[config.mk]
export PLATFORM = sky130hd
export DESIGN_NAME = slpctl_top
export DESIGN_NICKNAME = d
export VERILOG_FILES = /design/src/rtl/slpctl_pkg.sv /design/src/rtl/slpctl_modereg.sv /design/src/rtl/slpctl_fsm.sv /design/src/rtl/slpctl_top.sv
export SDC_FILE = /design/constraint.sdc
export NUM_CORES = 1
export LEC_CHECK = 0
export ABC_AREA = 0
export BUFFER_PORTS_ARGS = -buffer_cell sky130_fd_sc_hd__clkbuf_2
export CAP_MARGIN = 20
export CELL_PAD_IN_SITES_DETAIL_PLACEMENT = 1
export CELL_PAD_IN_SITES_GLOBAL_PLACEMENT = 1
export CORE_MARGIN = 5
export CORE_UTILIZATION = 32
export DETAILED_ROUTE_END_ITERATION = 10
export GPL_TIMING_DRIVEN = 1
export PLACE_DENSITY = 0.77
export SYNTH_ARGS = -nofsm -noshare
export SYNTH_HDL_FRONTEND = slang
export SYNTH_SLANG_ARGS = --single-unit
[constraint.sdc]
create_clock -name clk -period 1.5 [get_ports clk]
set_clock_uncertainty 0.2 [all_clocks]
set_input_delay 0.3 -clock clk [delete_from_list [all_inputs] [get_ports clk]]
set_output_delay 0.3 -clock clk [all_outputs]
set_load 0.005 [all_outputs]
[src/rtl/slpctl_pkg.sv]
package slpctl_pkg;
    localparam int DATA_W = 8;
    localparam int ADDR_W = 6;

    typedef enum logic [1:0] {
        MODE_IDLE = 2'b00,
        MODE_SAVE = 2'b01,
        MODE_DOWN = 2'b10,
        MODE_RSVD = 2'b11
    } sleep_mode_e;

    typedef enum logic {
        ST_RUN   = 1'b0,
        ST_SLEEP = 1'b1
    } slp_state_e;

    typedef struct packed {
        logic stop_core;
        logic stop_io;
        logic gate_all;
    } stop_req_t;

    function automatic stop_req_t mode_to_req(sleep_mode_e m);
        stop_req_t r;
        r = '0;
        case (m)
            MODE_SAVE: begin r.stop_core = 1'b1; r.stop_io = 1'b1; end
            MODE_DOWN: r.gate_all = 1'b1;
            default:   r.stop_core = 1'b1;
        endcase
        return r;
    endfunction
endpackage

[src/rtl/slpctl_modereg.sv]
module slpctl_modereg
    import slpctl_pkg::*;
#(
    parameter logic [ADDR_W-1:0] REG_ADDR = 6'h33
) (
    input  logic              clk,
    input  logic              rst_n,
    input  logic [ADDR_W-1:0] io_addr,
    input  logic              io_rd,
    input  logic              io_wr,
    input  logic [DATA_W-1:0] io_wdata,
    output logic [DATA_W-1:0] io_rdata,
    output logic              sleep_en,
    output sleep_mode_e       sleep_mode
);
    typedef struct packed {
        logic [DATA_W-1:0] value;
    } reg_st_t;

    reg_st_t st_d, st_q;
    logic    hit;

    always_comb begin
        hit  = (io_addr == REG_ADDR);
        st_d = st_q;
        if (io_wr && hit) begin
            st_d.value = io_wdata;
        end
        io_rdata = (io_rd && hit) ? st_q.value : '0;
    end

    always_ff @(posedge clk or negedge rst_n) begin
        if (!rst_n) begin
            st_q <= '0;
        end else begin
            st_q <= st_d;
        end
    end

    assign sleep_en   = st_q.value[0];
    assign sleep_mode = sleep_mode_e'(st_q.value[2:1]);
endmodule

[src/rtl/slpctl_fsm.sv]
module slpctl_fsm
    import slpctl_pkg::*;
(
    input  logic        clk,
    input  logic        rst_n,
    input  logic        sleep_pulse,
    input  logic        wake_rdy,
    input  logic        sleep_en,
    input  sleep_mode_e sleep_mode,
    output logic        stop_core,
    output logic        stop_io,
    output logic        clk_en
);
    typedef struct packed {
        slp_state_e state;
        stop_req_t  req;
    } fsm_st_t;

    fsm_st_t st_d, st_q;

    always_comb begin
        st_d = st_q;
        case (st_q.state)
            ST_RUN: begin
                if (sleep_pulse && sleep_en && !wake_rdy) begin
                    st_d.state = ST_SLEEP;
                    st_d.req   = mode_to_req(sleep_mode);
                end
            end
            ST_SLEEP: begin
                if (wake_rdy) begin
                    st_d.state = ST_RUN;
                    st_d.req   = '0;
                end
            end
            default: begin
                st_d.state = ST_RUN;
                st_d.req   = '0;
            end
        endcase
    end

    always_ff @(posedge clk or negedge rst_n) begin
        if (!rst_n) begin
            st_q <= '{state: ST_RUN, req: '0};
        end else begin
            st_q <= st_d;
        end
    end

    assign stop_core = st_q.req.stop_core;
    assign stop_io   = st_q.req.stop_io;
    assign clk_en    = !st_q.req.gate_all;
endmodule

[src/rtl/slpctl_top.sv]
module slpctl_top
    import slpctl_pkg::*;
#(
    parameter logic [5:0] REG_ADDR = 6'h33
) (
    input  logic       clk,
    input  logic       rst_n,
    input  logic       sleep_pulse,
    input  logic       wake_rdy,
    input  logic [5:0] io_addr,
    input  logic       io_rd,
    input  logic       io_wr,
    input  logic [7:0] io_wdata,
    output logic [7:0] io_rdata,
    output logic       stop_core,
    output logic       stop_io,
    output logic       clk_en
);
    logic        sleep_en;
    sleep_mode_e sleep_mode;

    slpctl_modereg #(.REG_ADDR(REG_ADDR)) u_reg (
        .clk        (clk),
        .rst_n      (rst_n),
        .io_addr    (io_addr),
        .io_rd      (io_rd),
        .io_wr      (io_wr),
        .io_wdata   (io_wdata),
        .io_rdata   (io_rdata),
        .sleep_en   (sleep_en),
        .sleep_mode (sleep_mode)
    );

    slpctl_fsm u_fsm (
        .clk         (clk),
        .rst_n       (rst_n),
        .sleep_pulse (sleep_pulse),
        .wake_rdy    (wake_rdy),
        .sleep_en    (sleep_en),
        .sleep_mode  (sleep_mode),
        .stop_core   (stop_core),
        .stop_io     (stop_io),
        .clk_en      (clk_en)
    );
endmodule

==> results.sh, run 1 <==
export IMPL_stdcell_count=109
export IMPL_finalCriticalPeriod_ns=1.58
export IMPL_die_h_um=53.6
export IMPL_crit_required_ns=1.00
export IMPL_drive_gt1_share_pct=63.1
export IMPL_fillers=216
export IMPL_hp_class="input port to register"
export IMPL_multi_input_area_um2=323
export IMPL_grt_use_total_pct=11.3
export IMPL_synth_edf_count=0
export IMPL_cp_max_fo=5
export IMPL_worstPathCellList="buf_6 -> nand4bb_4 -> nor2_4 -> buf_6 -> and2_4 -> buf_6"
export IMPL_start_util_pct=34.5
export IMPL_cts_sinks=12
export IMPL_diodes=0
export IMPL_dr_pass1_iters=3
export IMPL_first_global_vias=507
export IMPL_grt_max_degree=13
export IMPL_hold_violations=0
export IMPL_wl_per_cell_um=12.3
export IMPL_critPathMostFrequentCell="buf_6"
export IMPL_clkTransAtPathRegs_ns=0.06
export IMPL_vias=487
export IMPL_grt_first_pass_wirelength_mm=2.28
export IMPL_fin_ws_ns=-0.0766
export IMPL_drt_drc_violations_left=0
export IMPL_placed_area_um2=812
export IMPL_crit_path_end_kind="output pin"
export IMPL_ios=31
export IMPL_die_x_um=53.6
export IMPL_die_area_um2=2870
export IMPL_p_seq_share_pct=55.7
export IMPL_ys_seq_area_share_pct=49.4
export IMPL_nets=106
export IMPL_fp_row_count=15
export IMPL_finalCoreUtilization_pct=52.1
export IMPL_grt_setup_unrepaired="yes"
export IMPL_max_cap_violations=0
export IMPL_synth_top_area_share_pct=49.4
export IMPL_yosys_area_top_type="dfrtp_1"
export IMPL_syn_area_um2=608
export IMPL_power_density_nw_per_um2=799
export IMPL_overflow=0
export IMPL_pre_cts_ws_ns=-0.130
export IMPL_crit_family="simple AND/OR/NAND/NOR gates"
export IMPL_yosys_warnings=0
export IMPL_synthMostInstantiatedCell="dfrtp_1"
export IMPL_cts_tree="built"
export IMPL_ir_drop_uv=283
export IMPL_synth_cells=47
export IMPL_violations="setup timing"
export IMPL_synth_net_count=67
export IMPL_path_buf_inv=3
export IMPL_internal_power_uw=560
export IMPL_async_flop_share_pct=100
export IMPL_hpwl_mm=1.09
export IMPL_setup_violations=8
export IMPL_dp_cells=105
export IMPL_fin_area_um2=918
export IMPL_antenna_found_initial=0
export IMPL_ys_seq_elements=12
export IMPL_io_buffers=30
export IMPL_arrival_ns=1.08
export IMPL_p_leak_uw=0.000474
export IMPL_numCtsBuffers=3
export IMPL_p_clk_share_pct=24.5
export IMPL_tightest_slew_ns=0.285
export IMPL_fmax_mhz=634
export IMPL_worst_path_largest_cell_delay_ns=0.22
export IMPL_worst_path_max_delay_cell="nand4bb_4"
export IMPL_postCtsSetupBuffers=0
export IMPL_comb_power_share_pct=19.8
export IMPL_synthTopCellsByArea="dfrtp_1 (49%), mux2_4 (20%), and2_1 (8.2%), nand4bb_4 (4.5%), nand3_1 (4.1%)"
export IMPL_finalMaxSlewViolations=0
export IMPL_whs_ns=0.0592
export IMPL_synthFlopType="dfrtp_1"
export IMPL_regArea_um2=300
export IMPL_area_delta_synth_final_pct=51.0
export IMPL_synthTopCellsByCount="dfrtp_1 (12), and2_1 (8), mux2_4 (8), nand3_1 (5), o21ai_0 (4)"
export IMPL_vias_per_cell=4.47
export IMPL_finalWeightedCongestion=0.663
export IMPL_status="complete, but fails checks"
export IMPL_ys_types=13
export IMPL_drtAntennaViolNets=0
export IMPL_critPathKind="input port to output pin"
export IMPL_p_sw_uw=173
export IMPL_clockBufferDepth=2
export IMPL_cts_root_buf="clkbuf_4"
export IMPL_period_share_pct=105
export IMPL_relSlewSlack_pct=81.0
export IMPL_startpoint_type="input port"
export IMPL_cts_max_level=1
export IMPL_drt_initial_drc_count=1
export IMPL_coreArea_um2=1760
export IMPL_clock_latency_ns=0.26
export IMPL_syn_avg_cell_area_um2=12.9
export IMPL_sw_frac_of_total_pct=23.6
export IMPL_drt_total_wl_mm=1.34
[state kept, by name (all words and copies together), names as in the netlist]
register,cells
u_fsm.stop_io,1
u_fsm.stop_core,1
u_reg.st_q,8
u_fsm.st_q,2
[power groups by stage]
stage / Clock, µW / Sequential, µW / Combinational (µW)
after global placement: 0 / 410 / 139
after global routing: 212 / 418 / 162
after detailed placement: 0 / 413 / 144
after floorplan: 0 / 405 / 77.2
after CTS: 192 / 408 / 147
final: 180 / 408 / 145
[through the flow]
stage | power, µW | TNS (ns)
after CTS | 747 | -0.489
after global placement | 549 | -1.51
after global routing | 792 | -0.965
after detailed placement | 557 | -1.81
final | 733 | -0.483
after floorplan | 482 | 0
[layout by cell type (no fill, tap or decap), drive strengths merged]
cell type,count
and2,8
buf,12
clkbuf,24
dfrtp,12
dlygate4sd3,1
inv,2
mux2,8
nand2,1
nand2b,2
nand3,5
nand4bb,2
nor2,2
nor2b,1
o21ai,4
[path summary, 6_finish.rpt]
path                                                     to  slack (ns)  cells after the start                        start
max in group asynchronous         u_fsm.st_q[0]$_DFFE_PN0P_        0.63                      2                        rst_n
worst min register to register  u_fsm.stop_core$_DFFE_PN0P_        0.30                      2  u_fsm.stop_core$_DFFE_PN0P_
worst min-delay path                u_fsm.st_q[3]$_DFF_PN0_        0.06                      2                     wake_rdy
worst max register to register    u_fsm.stop_io$_DFFE_PN0P_        0.20                      3      u_fsm.st_q[3]$_DFF_PN0_
worst max-delay path                            io_rdata[2]       -0.08                      6                   io_addr[3]
min in group asynchronous         u_fsm.stop_io$_DFFE_PN0P_        0.25                      2                        rst_n
[cell families after synthesis]
| group | count (synthesis) | synth area share, % |
|---|---|---|
| muxes | 8 | 19.8 |
| DFF | 12 | 49.4 |
| buffers and inverters | 2 | 1.24 |
| and+or+nand+nor | 21 | 26.3 |
| AOI/OAI and AO/OA | 4 | 3.29 |
[area by class of cell]
type                       instances  area share [%]
sequential                        12            32.7
timing repair buffer              34            25.5
clock buffer                       3            2.45
multi-input combinational         33            35.1
inverter                           2           0.817
tap                               25            3.41
[timing repair]
action,CTS,global route
hold endpoints to repair,12,0
resized for setup,4,17
hold buffers,1,0
pin swaps,2,3
cloned,0,0
setup endpoints to repair,8,8
[per-layer routing]
metal | wire length (µm) | share of wire, % | global-route usage, % | vias to the layer above
li1 | - | - | - | 238
met1 | 551 | 41 | 14.5 | 224
met2 | 632 | 47 | 17.6 | 25
met3 | 156 | 12 | 4.16 | 0
met4 | 0 | 0 | 3.83 | 0
met5 | 0 | 0 | 0 | -
Power figures use the tool's default switching activity.
==> run 2, diff against run 1 <==
ABC_AREA = 1   (was 0)
CORE_UTILIZATION = 30   (was 32)
==> run 2 against run 1 <==
Compared with the run above: the run now ends clean; die area grew 11%; critical path depth up 1; worst hold slack worse by 0.022 ns; synthesized cell count rose by 70%; sequential cell count stayed put; power rose by 19%; via count is 33% higher; combinational power grew 37%; fmax increased by 5.9%; sequential share of layout area fell by 0.35 points; core utilization is 5.7 points lower; critical path type unchanged; largest cell class unchanged.
==> results.sh, run 2 <==
export IMPL_regArea_um2=300
export IMPL_start_util_pct=32.3
export IMPL_synth_edf_count=0
export IMPL_grt_setup_unrepaired="yes"
export IMPL_p_leak_uw=0.000513
export IMPL_synthFlopType="dfrtp_1"
export IMPL_ys_seq_area_share_pct=46.4
export IMPL_syn_avg_cell_area_um2=8.09
export IMPL_worstPathCellList="buf_6 -> inv_4 -> nand2_4 -> nor2_8 -> nand3_4 -> nor2_2 -> clkbuf_2"
export IMPL_power_density_nw_per_um2=940
export IMPL_finalCriticalPeriod_ns=1.49
export IMPL_finalWeightedCongestion=0.704
export IMPL_finalCoreUtilization_pct=46.4
export IMPL_final_common_cell="nand2_1"
export IMPL_max_cap_violations=0
export IMPL_path_buf_inv=3
export IMPL_clkTransAtPathRegs_ns=0.07
export IMPL_crit_required_ns=1.00
export IMPL_cts_tree="built"
export IMPL_largest_reg_flops=8
export IMPL_dr_pass1_iters=5
export IMPL_crit_path_start="io_addr[2]"
export IMPL_grt_use_total_pct=12.5
export IMPL_ys_seq_elements=12
export IMPL_drive_gt1_share_pct=43.1
export IMPL_worstHoldStart="wake_rdy"
export IMPL_max_flop_register="u_reg.st_q"
export IMPL_antenna_found_initial=0
export IMPL_crit_path_end_kind="output pin"
export IMPL_multi_input_area_um2=313
export IMPL_clock_latency_ns=0.27
export IMPL_coreArea_um2=2000
export IMPL_ys_types=14
export IMPL_worst_path_largest_cell_delay_ns=0.15
export IMPL_clockBufferDepth=2
export IMPL_placed_area_um2=841
export IMPL_fillers=277
export IMPL_drtAntennaViolNets=0
export IMPL_drt_drc_violations_left=0
export IMPL_synthAdderAreaFrac_pct=0
export IMPL_wl_per_cell_um=12.6
export IMPL_relSlewSlack_pct=78.7
export IMPL_die_h_um=56.4
export IMPL_fin_ws_ns=0.0110
export IMPL_cts_root_buf="clkbuf_4"
export IMPL_cp_max_fo=8
export IMPL_reg_largest_list="u_reg.st_q: 8 flops, u_fsm.st_q: 2 flops"
export IMPL_cts_max_level=1
export IMPL_whs_ns=0.0371
export IMPL_critPathKind="input port to output pin"
export IMPL_tightest_slew_ns=0.320
export IMPL_startpoint_type="input port"
export IMPL_nets=137
export IMPL_yosys_warnings=0
export IMPL_grt_first_pass_wirelength_mm=3.16
export IMPL_synth_simple_gate_area_share_pct=44.5
export IMPL_period_share_pct=99.3
export IMPL_vias_per_cell=4.54
export IMPL_synth_compound_area_share_pct=0.774
export IMPL_numCtsBuffers=3
export IMPL_io_buffers=30
export IMPL_synthTopCellsByCount="nand2_1 (26), inv_1 (13), dfrtp_1 (12), nand4_1 (8), nor2_1 (6)"
export IMPL_yosys_area_top_type="dfrtp_1"
export IMPL_mostFrequentLayoutCells="nand2_1 (26), clkbuf_2 (23), inv_1 (12), dfrtp_1 (12), nand4_1 (8)"
export IMPL_drt_initial_drc_count=9
export IMPL_diodes=0
export IMPL_crit_family="simple AND/OR/NAND/NOR gates"
export IMPL_syn_area_um2=647
export IMPL_synth_top_area_share_pct=46.4
export IMPL_die_area_um2=3180
export IMPL_r2r_start="u_reg.st_q[0]$_DFFE_PN0P_"
export IMPL_ios=31
export IMPL_drt_total_wl_mm=1.80
export IMPL_overflow=0
export IMPL_first_global_vias=718
export IMPL_hp_class="input port to register"
export IMPL_fmax_mhz=672
export IMPL_fp_row_count=16
export IMPL_synth_top_family_by_area="simple AND/OR/NAND/NOR gates"
export IMPL_area_delta_synth_final_pct=43.5
export IMPL_synth_cells=80
export IMPL_synth_xor_area_share_pct=0
export IMPL_vias=649
export IMPL_die_x_um=56.4
export IMPL_synthTopCellsByArea="dfrtp_1 (46%), nand2_1 (15%), nand4_1 (7.7%), inv_1 (7.5%), nand3_4 (5.4%)"
export IMPL_hold_violations=0
export IMPL_cts_sinks=12
export IMPL_arrival_ns=0.99
export IMPL_status="finished, final reports clean"
export IMPL_ir_drop_uv=431
export IMPL_synth_net_count=100
export IMPL_synth_mux_area_share_pct=0
export IMPL_async_flop_share_pct=100
export IMPL_grt_max_degree=13
export IMPL_setup_violations=0
export IMPL_worst_path_max_delay_cell="nand3_4"
export IMPL_hpwl_mm=1.47
export IMPL_pre_cts_ws_ns=-0.00552
export IMPL_fin_area_um2=928
export IMPL_finalMaxSlewViolations=0
export IMPL_synthMostInstantiatedCell="nand2_1"
## run 2: cell count changes after synthesis, moves of 2 or more
cell      delta
nand2_1     +25
nor2_2       +3
and2_1       -8
mux2_4       -8
nand2_2      +2
o21ai_0      -4
nor2_1       +5
nand3_1      -2
inv_1       +11
nand2b_1     -2
nand4_1      +8
nand3_4      +2
## run 2: metrics by stage
stage	std cells	TNS (ns)	power, µW
5_1_grt	143	-0.192	947
2_1_floorplan	80	0	519
4_1_cts	143	-0.00703	878
3_5_place_dp	138	-0.00552	613
6_report	143	0	873
3_3_place_gp	138	0	599
## run 2: timing repair
| action | in CTS | in global routing |
|---|---|---|
| pin swaps | 0 | 4 |
| hold endpoints to repair | 12 | 0 |
| setup endpoints to repair | 1 | 8 |
| hold buffers | 1 | 0 |
| gates resized for setup | 1 | 16 |
| buffers inserted | 0 | 0 |
## run 2: layer usage
metal	wire (µm)	GRT usage (%)	up-vias
met5	0	0	-
met4	0	4.07	0
met3	146	3.90	0
met2	978	22.4	25
met1	676	13.8	301
li1	-	-	323
## run 2: path summary, 6_finish.rpt
check	endpoint	slack, ns	cells past startpoint
max	io_rdata[6]	0.01	7
min	u_fsm.st_q[3]$_DFF_PN0_	0.04	2
max reg2reg	u_fsm.st_q[0]$_DFFE_PN0P_	0.26	5
min reg2reg	u_reg.st_q[4]$_DFFE_PN0P_	0.29	2
max in group asynchronous	u_reg.st_q[7]$_DFFE_PN0P_	0.61	2
min in group asynchronous	u_fsm.st_q[0]$_DFFE_PN0P_	0.24	2
## run 2: worst reg2reg max path: cells and delay by family, from the launching register on
family                 cells  cell delay, ns
buffers and inverters      1            0.03
flip-flops                 1            0.37
AND/OR/NAND/NOR            4            0.55
## run 2: kinds of logic (layout without fill, tap and decap cells)
group           after synthesis  after routing
simple gates                 53             53
buf+inv                      14             50
flops                        12             12
compound gates                1              1
## run 2: cell type report
type	count	share of cell area [%]
Sequential cell	12	32.3
Timing Repair Buffer	33	20.9
Tap cell	27	3.64
Inverter	13	5.53
Multi-Input combinational cell	54	33.7
Clock buffer	4	3.91
## run 2: power by group
group	total [µW]	internal (µW)	switching, µW
registers	416	382	33.7
logic	198	89.3	109
clock network	258	147	111
